--- config.mk ---
export PLATFORM = sky130hd
export DESIGN_NAME = word_burst_tx
export DESIGN_NICKNAME = d
export VERILOG_FILES = /design/src/rtl/wbt_pkg.sv /design/src/rtl/wbt_seq.sv /design/src/rtl/wbt_shreg.sv /design/src/rtl/wbt_out.sv /design/src/rtl/word_burst_tx.sv
export SDC_FILE = /design/constraint.sdc
export NUM_CORES = 1
export LEC_CHECK = 0
export ABC_CLOCK_PERIOD_IN_PS = 6450
export BUFFER_PORTS_ARGS = -buffer_cell sky130_fd_sc_hd__buf_2
export CORE_MARGIN = 2
export CORE_UTILIZATION = 30
export CTS_CLUSTER_DIAMETER = 80
export DETAILED_ROUTE_END_ITERATION = 12
export GPL_ROUTABILITY_DRIVEN = 1
export PLACE_DENSITY_LB_ADDON = 0.25
export SYNTH_ARGS = -nofsm -noshare
export SYNTH_HDL_FRONTEND = slang
export SYNTH_HIERARCHICAL = 1
export SYNTH_SLANG_ARGS = --single-unit
--- constraint.sdc ---
create_clock -name clk_i -period 6.45 [get_ports clk_i]
set_clock_uncertainty 0.05 [all_clocks]
set_input_delay 0.645 -clock clk_i [delete_from_list [all_inputs] [get_ports clk_i]]
set_output_delay 0.645 -clock clk_i [all_outputs]
set_load 0.005 [all_outputs]
--- src/rtl/wbt_pkg.sv ---
package wbt_pkg;
  typedef enum logic [1:0] {
    PH_IDLE = 2'd0,
    PH_FLAG = 2'd1,
    PH_DATA = 2'd2,
    PH_PAD  = 2'd3
  } phase_e;
endpackage

--- src/rtl/wbt_seq.sv ---
module wbt_seq
  import wbt_pkg::*;
#(
  parameter int NUM_WORDS = 4,
  parameter int WORD_W    = 32,
  parameter int BURST_LEN = 140
) (
  input  logic   clk_i,
  input  logic   rst_ni,
  input  logic   start_i,
  output logic   busy_o,
  output logic   load_o,
  output logic   shift_o,
  output logic   odd_o,
  output phase_e phase_o
);
  localparam int SLOT   = WORD_W + 1;
  localparam int ACTIVE = NUM_WORDS * SLOT;
  localparam int CNT_W  = $clog2(BURST_LEN + 1);
  localparam int POS_W  = $clog2(SLOT + 1);

  logic             busy_q;
  logic [CNT_W-1:0] cnt_q;
  logic [POS_W-1:0] pos_q;
  logic             accept;

  assign accept = start_i & ~busy_q;

  always_ff @(posedge clk_i or negedge rst_ni) begin
    if (!rst_ni) begin
      busy_q <= 1'b0;
      cnt_q  <= '0;
      pos_q  <= '0;
    end else if (accept) begin
      busy_q <= 1'b1;
      cnt_q  <= '0;
      pos_q  <= '0;
    end else if (busy_q) begin
      if (cnt_q == CNT_W'(BURST_LEN - 1)) busy_q <= 1'b0;
      cnt_q <= cnt_q + 1'b1;
      pos_q <= (pos_q == POS_W'(SLOT - 1)) ? '0 : pos_q + 1'b1;
    end
  end

  always_comb begin
    if (!busy_q)                         phase_o = PH_IDLE;
    else if (cnt_q >= CNT_W'(ACTIVE))    phase_o = PH_PAD;
    else if (pos_q == '0)                phase_o = PH_FLAG;
    else                                 phase_o = PH_DATA;
  end

  assign busy_o  = busy_q;
  assign load_o  = accept;
  // advance the data register after each data bit has been on the line
  assign shift_o = (phase_o == PH_DATA);
  assign odd_o   = cnt_q[0];
endmodule

--- src/rtl/wbt_shreg.sv ---
module wbt_shreg #(
  parameter int NUM_WORDS = 4,
  parameter int WORD_W    = 32
) (
  input  logic                        clk_i,
  input  logic                        rst_ni,
  input  logic                        load_i,
  input  logic                        shift_i,
  input  logic [NUM_WORDS*WORD_W-1:0] word_i,
  output logic                        bit_o
);
  logic [WORD_W-1:0] lane_q [NUM_WORDS];

  // lanes chained: lane n refills from lane n+1 so word n+1 follows word n
  for (genvar n = 0; n < NUM_WORDS; n++) begin : g_lane
    logic fill;
    if (n == NUM_WORDS - 1) begin : g_last
      assign fill = 1'b0;
    end else begin : g_mid
      assign fill = lane_q[n+1][0];
    end

    always_ff @(posedge clk_i or negedge rst_ni) begin
      if (!rst_ni)      lane_q[n] <= '0;
      else if (load_i)  lane_q[n] <= word_i[n*WORD_W +: WORD_W];
      else if (shift_i) lane_q[n] <= {fill, lane_q[n][WORD_W-1:1]};
    end
  end

  assign bit_o = lane_q[0][0];
endmodule

--- src/rtl/wbt_out.sv ---
module wbt_out
  import wbt_pkg::*;
(
  input  phase_e phase_i,
  input  logic   data_i,
  input  logic   odd_i,
  output logic   ser_o,
  output logic   bit_clk_o
);
  always_comb begin
    unique case (phase_i)
      PH_FLAG: ser_o = 1'b1;
      PH_DATA: ser_o = data_i;
      default: ser_o = 1'b0;
    endcase
  end

  assign bit_clk_o = ((phase_i == PH_FLAG) || (phase_i == PH_DATA)) && odd_i;
endmodule

--- src/rtl/word_burst_tx.sv ---
module word_burst_tx
  import wbt_pkg::*;
#(
  parameter int NUM_WORDS = 4,
  parameter int WORD_W    = 32,
  parameter int BURST_LEN = 140
) (
  input  logic                        clk_i,
  input  logic                        rst_ni,
  input  logic                        start_i,
  input  logic [NUM_WORDS*WORD_W-1:0] word_i,
  output logic                        ser_o,
  output logic                        bit_clk_o,
  output logic                        busy_o,
  output logic                        overrun_o
);
  phase_e phase;
  logic   load, shift, odd, data_bit, overrun_q;

  wbt_seq #(
    .NUM_WORDS(NUM_WORDS), .WORD_W(WORD_W), .BURST_LEN(BURST_LEN)
  ) u_seq (
    .clk_i(clk_i), .rst_ni(rst_ni), .start_i(start_i), .busy_o(busy_o),
    .load_o(load), .shift_o(shift), .odd_o(odd), .phase_o(phase)
  );

  wbt_shreg #(
    .NUM_WORDS(NUM_WORDS), .WORD_W(WORD_W)
  ) u_shreg (
    .clk_i(clk_i), .rst_ni(rst_ni), .load_i(load), .shift_i(shift),
    .word_i(word_i), .bit_o(data_bit)
  );

  wbt_out u_out (
    .phase_i(phase), .data_i(data_bit), .odd_i(odd),
    .ser_o(ser_o), .bit_clk_o(bit_clk_o)
  );

  always_ff @(posedge clk_i or negedge rst_ni) begin
    if (!rst_ni)                overrun_q <= 1'b0;
    else if (start_i && busy_o) overrun_q <= 1'b1;
  end

  assign overrun_o = overrun_q;
endmodule

==> results.sh, run 1 <==
export IMPL_grt_usage_pct=12.4
export IMPL_fmax_mhz=309
export IMPL_rsz0062_at_grt="no"
export IMPL_areaGrowthSynthToFinish_pct=20.1
export IMPL_leakagePower_nw=4.10
export IMPL_power_frac_clock_pct=27.3
export IMPL_yosys_area_top_type="dfrtp_1"
export IMPL_internal_power_mw=2.72
export IMPL_cp_cell_sequence="or4_4 -> o21ai_2 -> and3_4 -> buf_4 -> mux2i_1 -> o21ai_1"
export IMPL_status="complete, no violations"
export IMPL_coreArea_um2=22600
export IMPL_antenna_found_initial=0
export IMPL_cts_tree="yes"
export IMPL_final_core_util_pct=36.6
export IMPL_combPwrFrac_pct=33.2
export IMPL_synth_area_leaders="dfrtp_1 52%, mux2i_1 19%, o21ai_1 8.7%"
export IMPL_cts_setup_buffers=0
export IMPL_hold_path_class="primary input to asynchronous set/reset pin"
export IMPL_die_y_um=155
export IMPL_setup_viol=0
export IMPL_clock_path_buffers=2
export IMPL_finalMaxSlewViolations=0
export IMPL_syn_nets=790
export IMPL_grt_pass1_vias=4827
export IMPL_power_density_nw_per_um2=491
export IMPL_finalNetCount=904
export IMPL_vias=4897
export IMPL_ys_seq_area_share_pct=52.4
export IMPL_ioPinCount=135
export IMPL_crit_fanout=49
export IMPL_insertion_delay_ns=0.42
export IMPL_synth_top_area_share_pct=52.4
export IMPL_portBuffers=134
export IMPL_min_period_ns=3.23
export IMPL_clock_sinks=144
export IMPL_required_ns=6.68
export IMPL_crit_type="flop to flop"
export IMPL_wl_per_cell_um=13.8
export IMPL_total_power_mw=4.05
export IMPL_setup_tns_final_ns=0
export IMPL_postRouteAntennaNets=0
export IMPL_max_stage_delay_ns=0.77
export IMPL_initialDrtViolationCount=280
export IMPL_h_tree_depth=4
export IMPL_slowest_stage="and3_4"
export IMPL_ys_warn_count=6
export IMPL_totalWireLength_um=14700
export IMPL_ir_drop_mv=0.236
export IMPL_synth_edf_count=0
export IMPL_hold_buffers=0
export IMPL_crit_arrival_ns=3.46
export IMPL_max_cap_viol_count=0
export IMPL_start_util_pct=30.5
export IMPL_viasPerCell=4.60
export IMPL_clk_pin_slew_worst_paths_ns=0.07
export IMPL_drt_first_pass_iters=4
export IMPL_place_congestion=0.724
export IMPL_holdWs_ns=0.170
export IMPL_die_area_um2=24200
export IMPL_cts_resized=0
export IMPL_p_sw_mw=1.34
export IMPL_slew_headroom_pct=42.5
export IMPL_min_period_over_period_pct=50.1
export IMPL_diodes=0
export IMPL_cts_buffers=17
export IMPL_row_count=55
export IMPL_end_kind="flop"
export IMPL_seq_power_share_pct=39.5
export IMPL_finalHoldViolations=0
export IMPL_worst_pin_slew_ns=0.863
export IMPL_drc=0
export IMPL_grt_pass1_wl_um=23900
export IMPL_synth_area_um2=6880
export IMPL_async_flop_share_pct=100
export IMPL_fp_dieW_um=155
export IMPL_yosysUniqueCellTypes=34
export IMPL_switching_share_pct=33.0
export IMPL_grt_overflow=0
export IMPL_cts_root_buf="clkbuf_16"
export IMPL_synth_ff_type="dfrtp_1"
export IMPL_cp_start_kind="flop"
export IMPL_synth_ff_latch_count=144
export IMPL_syn_area_per_cell_um2=10.5
export IMPL_dp_hpwl_um=9440
export IMPL_synth_cells=653
export IMPL_drive_above_1_share_pct=23.2
export IMPL_grt_start_max_net_pins=119
## layout by cell type (no fill, tap or decap), types with 2 or more instances in the layout
master	count
a21oi_1	6
nand3_1	5
o31ai_1	2
inv_6	5
a31oi_1	3
nand2b_1	3
dfrtp_1	144
nor2_1	5
bufinv_16	5
nand4_1	4
and3_1	2
o21ai_1	119
ha_1	6
clkbuf_16	17
buf_4	5
o21ai_0	10
clkinv_4	4
nand2_1	140
inv_1	9
buf_2	133
o21ai_2	5
mux2i_1	132
## logic make-up (layout without fill, tap and decap cells)
logic type	count (synthesis)	count (layout)	synth area share (%)
AOI/OAI and AO/OA	150	150	11.5
adders and majority gates	6	6	1.09
DFF	144	144	52.4
muxes	132	132	19.2
and+or+nand+nor	165	165	9.95
buffers and inverters	55	182	5.69
xor gates and xnor gates	1	1	0.127
## power groups by stage
| stage | logic [mW] | clock network (mW) | registers (mW) |
|---|---|---|---|
| floorplan | 1.32 | 0 | 1.53 |
| global placement | 1.35 | 0 | 1.62 |
| detailed placement | 1.38 | 0 | 1.62 |
| CTS | 1.38 | 1.14 | 1.61 |
| global route | 1.52 | 1.17 | 1.66 |
| finish | 1.35 | 1.10 | 1.60 |
## layout make-up
class,instances,area [um^2]
inverter,11,46.3
fill,2302,14300
timing repair buffer,139,714
clock buffer,18,429
tap,285,357
clock inverter,14,225
sequential,144,3600
multi-input combinational,454,2890
## Yosys cell counts (6+ instances only)
cell type / instances
a21oi_1: 6
buf_2: 6
buf_8: 9
clkbuf_1: 23
dfrtp_1: 144
ha_1: 6
inv_1: 10
mux2i_1: 132
nand2_1: 140
o21ai_0: 10
o21ai_1: 119
## per-layer routing
layer	wire length, um	share of wire, %	GRT usage, %
met5	0	0	0
met3	592	4.0	2.81
met1	7240	49	17.3
met2	6620	45	18.8
met4	210	1.4	4.81
## flip-flops by register name, summed over array words and instances (netlist names)
register,flops
u_seq/pos_q,6
u_shreg/bit_o,1
u_shreg/lane_q,124
overrun_o,1
u_seq/cnt_q,8
u_shreg/g_lane.fill,3
u_seq/busy_o,1
## stage by stage
step	cell area, um^2	setup WS (ns)	std cells
3_3_place_gp	7610	3.23	1033
4_1_cts	8260	3.17	1065
6_report	8260	3.22	1065
3_5_place_dp	7610	3.18	1033
5_1_grt	8260	3.00	1065
2_1_floorplan	6880	3.88	653
## critical path: cells and delay by family (launching register included)
family	cells	cell delay, ns
compound gates	2	0.24
flops	1	0.45
simple gates	2	1.32
buf+inv	1	0.70
mux	1	0.27
## path summary, 6_finish.rpt
path	startpoint	endpoint	depth (start not counted)	slack, ns
max reg2reg	u_seq/cnt_q[2]	u_shreg/lane_q[80]	6	3.22
max	u_seq/cnt_q[2]	u_shreg/lane_q[80]	6	3.22
min	rst_ni	u_seq/pos_q[4]	1	0.17
max in group asynchronous	rst_ni	u_shreg/lane_q[122]	2	4.83
min reg2reg	overrun_o	overrun_o	1	0.41
min in group clk_i	word_i[12]	u_shreg/lane_q[108]	3	0.38
(Power assumes the default switching activity.)
==> run 2: changes to the inputs <==
- ABC_AREA: default -> 1
- ABC_CLOCK_PERIOD_IN_PS: 6450 -> 2800
- clock period: 6.45 -> 2.8 ns (I/O delays scaled with it)
==> results.sh, run 2 <==
export IMPL_status="complete, no violations"
export IMPL_cts_root_buf="clkbuf_16"
export IMPL_totalWireLength_um=17000
export IMPL_h_tree_depth=4
export IMPL_crit_type="flop to primary output"
export IMPL_drc=0
export IMPL_vias=5848
export IMPL_die_y_um=153
export IMPL_synth_ff_latch_count=144
export IMPL_wl_per_cell_um=13.8
export IMPL_synth_area_leaders="dfrtp_1 54%, nand3_1 20%, nand2_1 16%"
export IMPL_slew_headroom_pct=57.5
export IMPL_finalHoldViolations=0
export IMPL_min_period_ns=2.43
export IMPL_setup_viol=0
export IMPL_clock_path_buffers=2
export IMPL_power_density_nw_per_um2=580
export IMPL_portBuffers=134
export IMPL_viasPerCell=4.78
export IMPL_grt_overflow=0
export IMPL_grt_start_max_net_pins=134
export IMPL_start_util_pct=30.6
export IMPL_coreArea_um2=21800
export IMPL_syn_nets=960
export IMPL_grt_pass1_wl_um=28800
export IMPL_grt_pass1_vias=5785
export IMPL_finalMaxSlewViolations=0
export IMPL_crit_fanout=8
export IMPL_setup_tns_final_ns=0
export IMPL_max_cap_viol_count=0
export IMPL_cp_start_kind="flop"
export IMPL_yosys_top_cells_count="289 x nand2_1, 264 x nand3_1, 144 x dfrtp_1"
export IMPL_place_congestion=0.757
export IMPL_yosys_area_top_type="dfrtp_1"
export IMPL_synth_ff_type="dfrtp_1"
export IMPL_biggestRegsByFlops="u_shreg/lane_q (124), u_seq/cnt_q (8), u_seq/pos_q (6)"
export IMPL_design_area_um2=8210
export IMPL_yosysUniqueCellTypes=22
export IMPL_ioPinCount=135
export IMPL_row_count=54
export IMPL_leakagePower_nw=4.07
export IMPL_fillers=2271
export IMPL_required_ns=2.47
export IMPL_final_common_cell="nand2_1"
export IMPL_fmax_mhz=411
export IMPL_antenna_found_initial=0
export IMPL_ys_seq_area_share_pct=54.0
export IMPL_insertion_delay_ns=0.42
export IMPL_clk_pin_slew_worst_paths_ns=0.06
export IMPL_cts_buffers=17
export IMPL_drt_first_pass_iters=5
export IMPL_hold_path_class="primary input to flop"
export IMPL_fp_dieW_um=153
export IMPL_die_area_um2=23500
export IMPL_async_flop_share_pct=100
export IMPL_cts_tree="yes"
export IMPL_largest_register_ffs=124
export IMPL_synth_cells=823
export IMPL_areaGrowthSynthToFinish_pct=23.1
export IMPL_postRouteAntennaNets=0
export IMPL_holdWs_ns=0.0244
export IMPL_ys_warn_count=6
export IMPL_end_kind="primary output"
export IMPL_worst_pin_slew_ns=0.638
export IMPL_cts_setup_buffers=0
export IMPL_drive_above_1_share_pct=19.5
export IMPL_rsz0062_at_grt="no"
export IMPL_layout_common_cells="289 x nand2_1, 264 x nand3_1, 144 x dfrtp_1"
export IMPL_synth_edf_count=0
export IMPL_largest_register="u_shreg/lane_q"
export IMPL_cts_resized=0
export IMPL_final_core_util_pct=37.6
export IMPL_initialDrtViolationCount=340
export IMPL_synth_most_common_cell="nand2_1"
export IMPL_postPlaceCellArea_um2=7590
export IMPL_ir_drop_mv=0.325
export IMPL_synth_top_area_share_pct=54.0
export IMPL_diodes=0
export IMPL_grt_usage_pct=15.0
export IMPL_min_period_over_period_pct=86.9
export IMPL_clock_sinks=144
export IMPL_dp_hpwl_um=10600
export IMPL_syn_area_per_cell_um2=8.11
export IMPL_synth_area_um2=6670
export IMPL_finalNetCount=1069
export IMPL_crit_arrival_ns=2.10
export IMPL_hold_buffers=1
-- run 2: cell types whose count changed after synthesis, sizes merged, moves of 10 or more --
cell,delta
nand3,+259
inv,+15
clkbuf,-14
nor2,+10
buf,+25
nand2,+150
o21ai,-124
mux2i,-132
-- run 2: final timing paths --
path	from	end	slack, ns	cells past startpoint
worst max-delay path	u_seq/pos_q[0]	ser_o	0.37	8
worst min-delay path	word_i[60]	u_shreg/lane_q[92]	0.02	3
worst max register to register	u_seq/pos_q[0]	u_shreg/lane_q[46]	0.77	8
worst min register to register	overrun_o	overrun_o	0.42	2
max in group asynchronous	rst_ni	u_shreg/lane_q[102]	1.54	3
min in group asynchronous	rst_ni	u_shreg/lane_q[75]	0.37	2
-- run 2: layer usage --
metal	GRT usage, %	vias up	part of all wire [%]
li1	-	2930	-
met2	22.6	128	44
met1	21.3	2773	50
met4	4.45	0	1.4
met3	3.86	17	4.6
met5	0	-	0
-- run 2: report_power, final --
part           internal (mW)  switching [mW]
Clock                   1.45           0.916
Sequential              2.15          0.0350
Combinational          0.108           0.107
Total                   3.70            1.06
-- run 2: cells by family (layout without fill, tap and decap cells) --
| kind of cell | count (synthesis) | after routing | synth area share, % |
|---|---|---|---|
| DFF | 144 | 144 | 54.0 |
| adders and majority gates | 6 | 6 | 1.13 |
| and+or+nand+nor | 574 | 574 | 37.6 |
| AOI/OAI and AO/OA | 16 | 16 | 1.29 |
| xor gates and xnor gates | 2 | 2 | 0.263 |
| buffers and inverters | 81 | 202 | 5.68 |
-- run 2: stage by stage --
step	instances	worst slack [ns]	power, mW
floorplan	823	1.02	2.28
global placement	1192	0.800	2.44
detailed placement	1192	0.791	2.44
CTS	1224	0.335	4.84
global route	1224	0.224	4.96
finish	1224	0.368	4.76
-- run 2: worst max-delay path, cell delays in order, from the launching register on --
cell and delay (ns):
dfrtp_1 0.45, inv_1 0.09, ha_1 0.18, nand4_1 0.14
a21oi_1 0.23, inv_1 0.06, ha_1 0.32, a21oi_2 0.11
buf_2 0.12
-- run 2: cell type report --
type                       count  area [um^2]  share of cell area, %
sequential                   144         3600                   43.9
multi-input combinational    598         2710                   33.0
clock inverter                12          158                   1.92
timing repair buffer         145          837                   10.2
clock buffer                  19          453                   5.51
tap                          280          350                   4.27
inverter                      26          100                   1.22
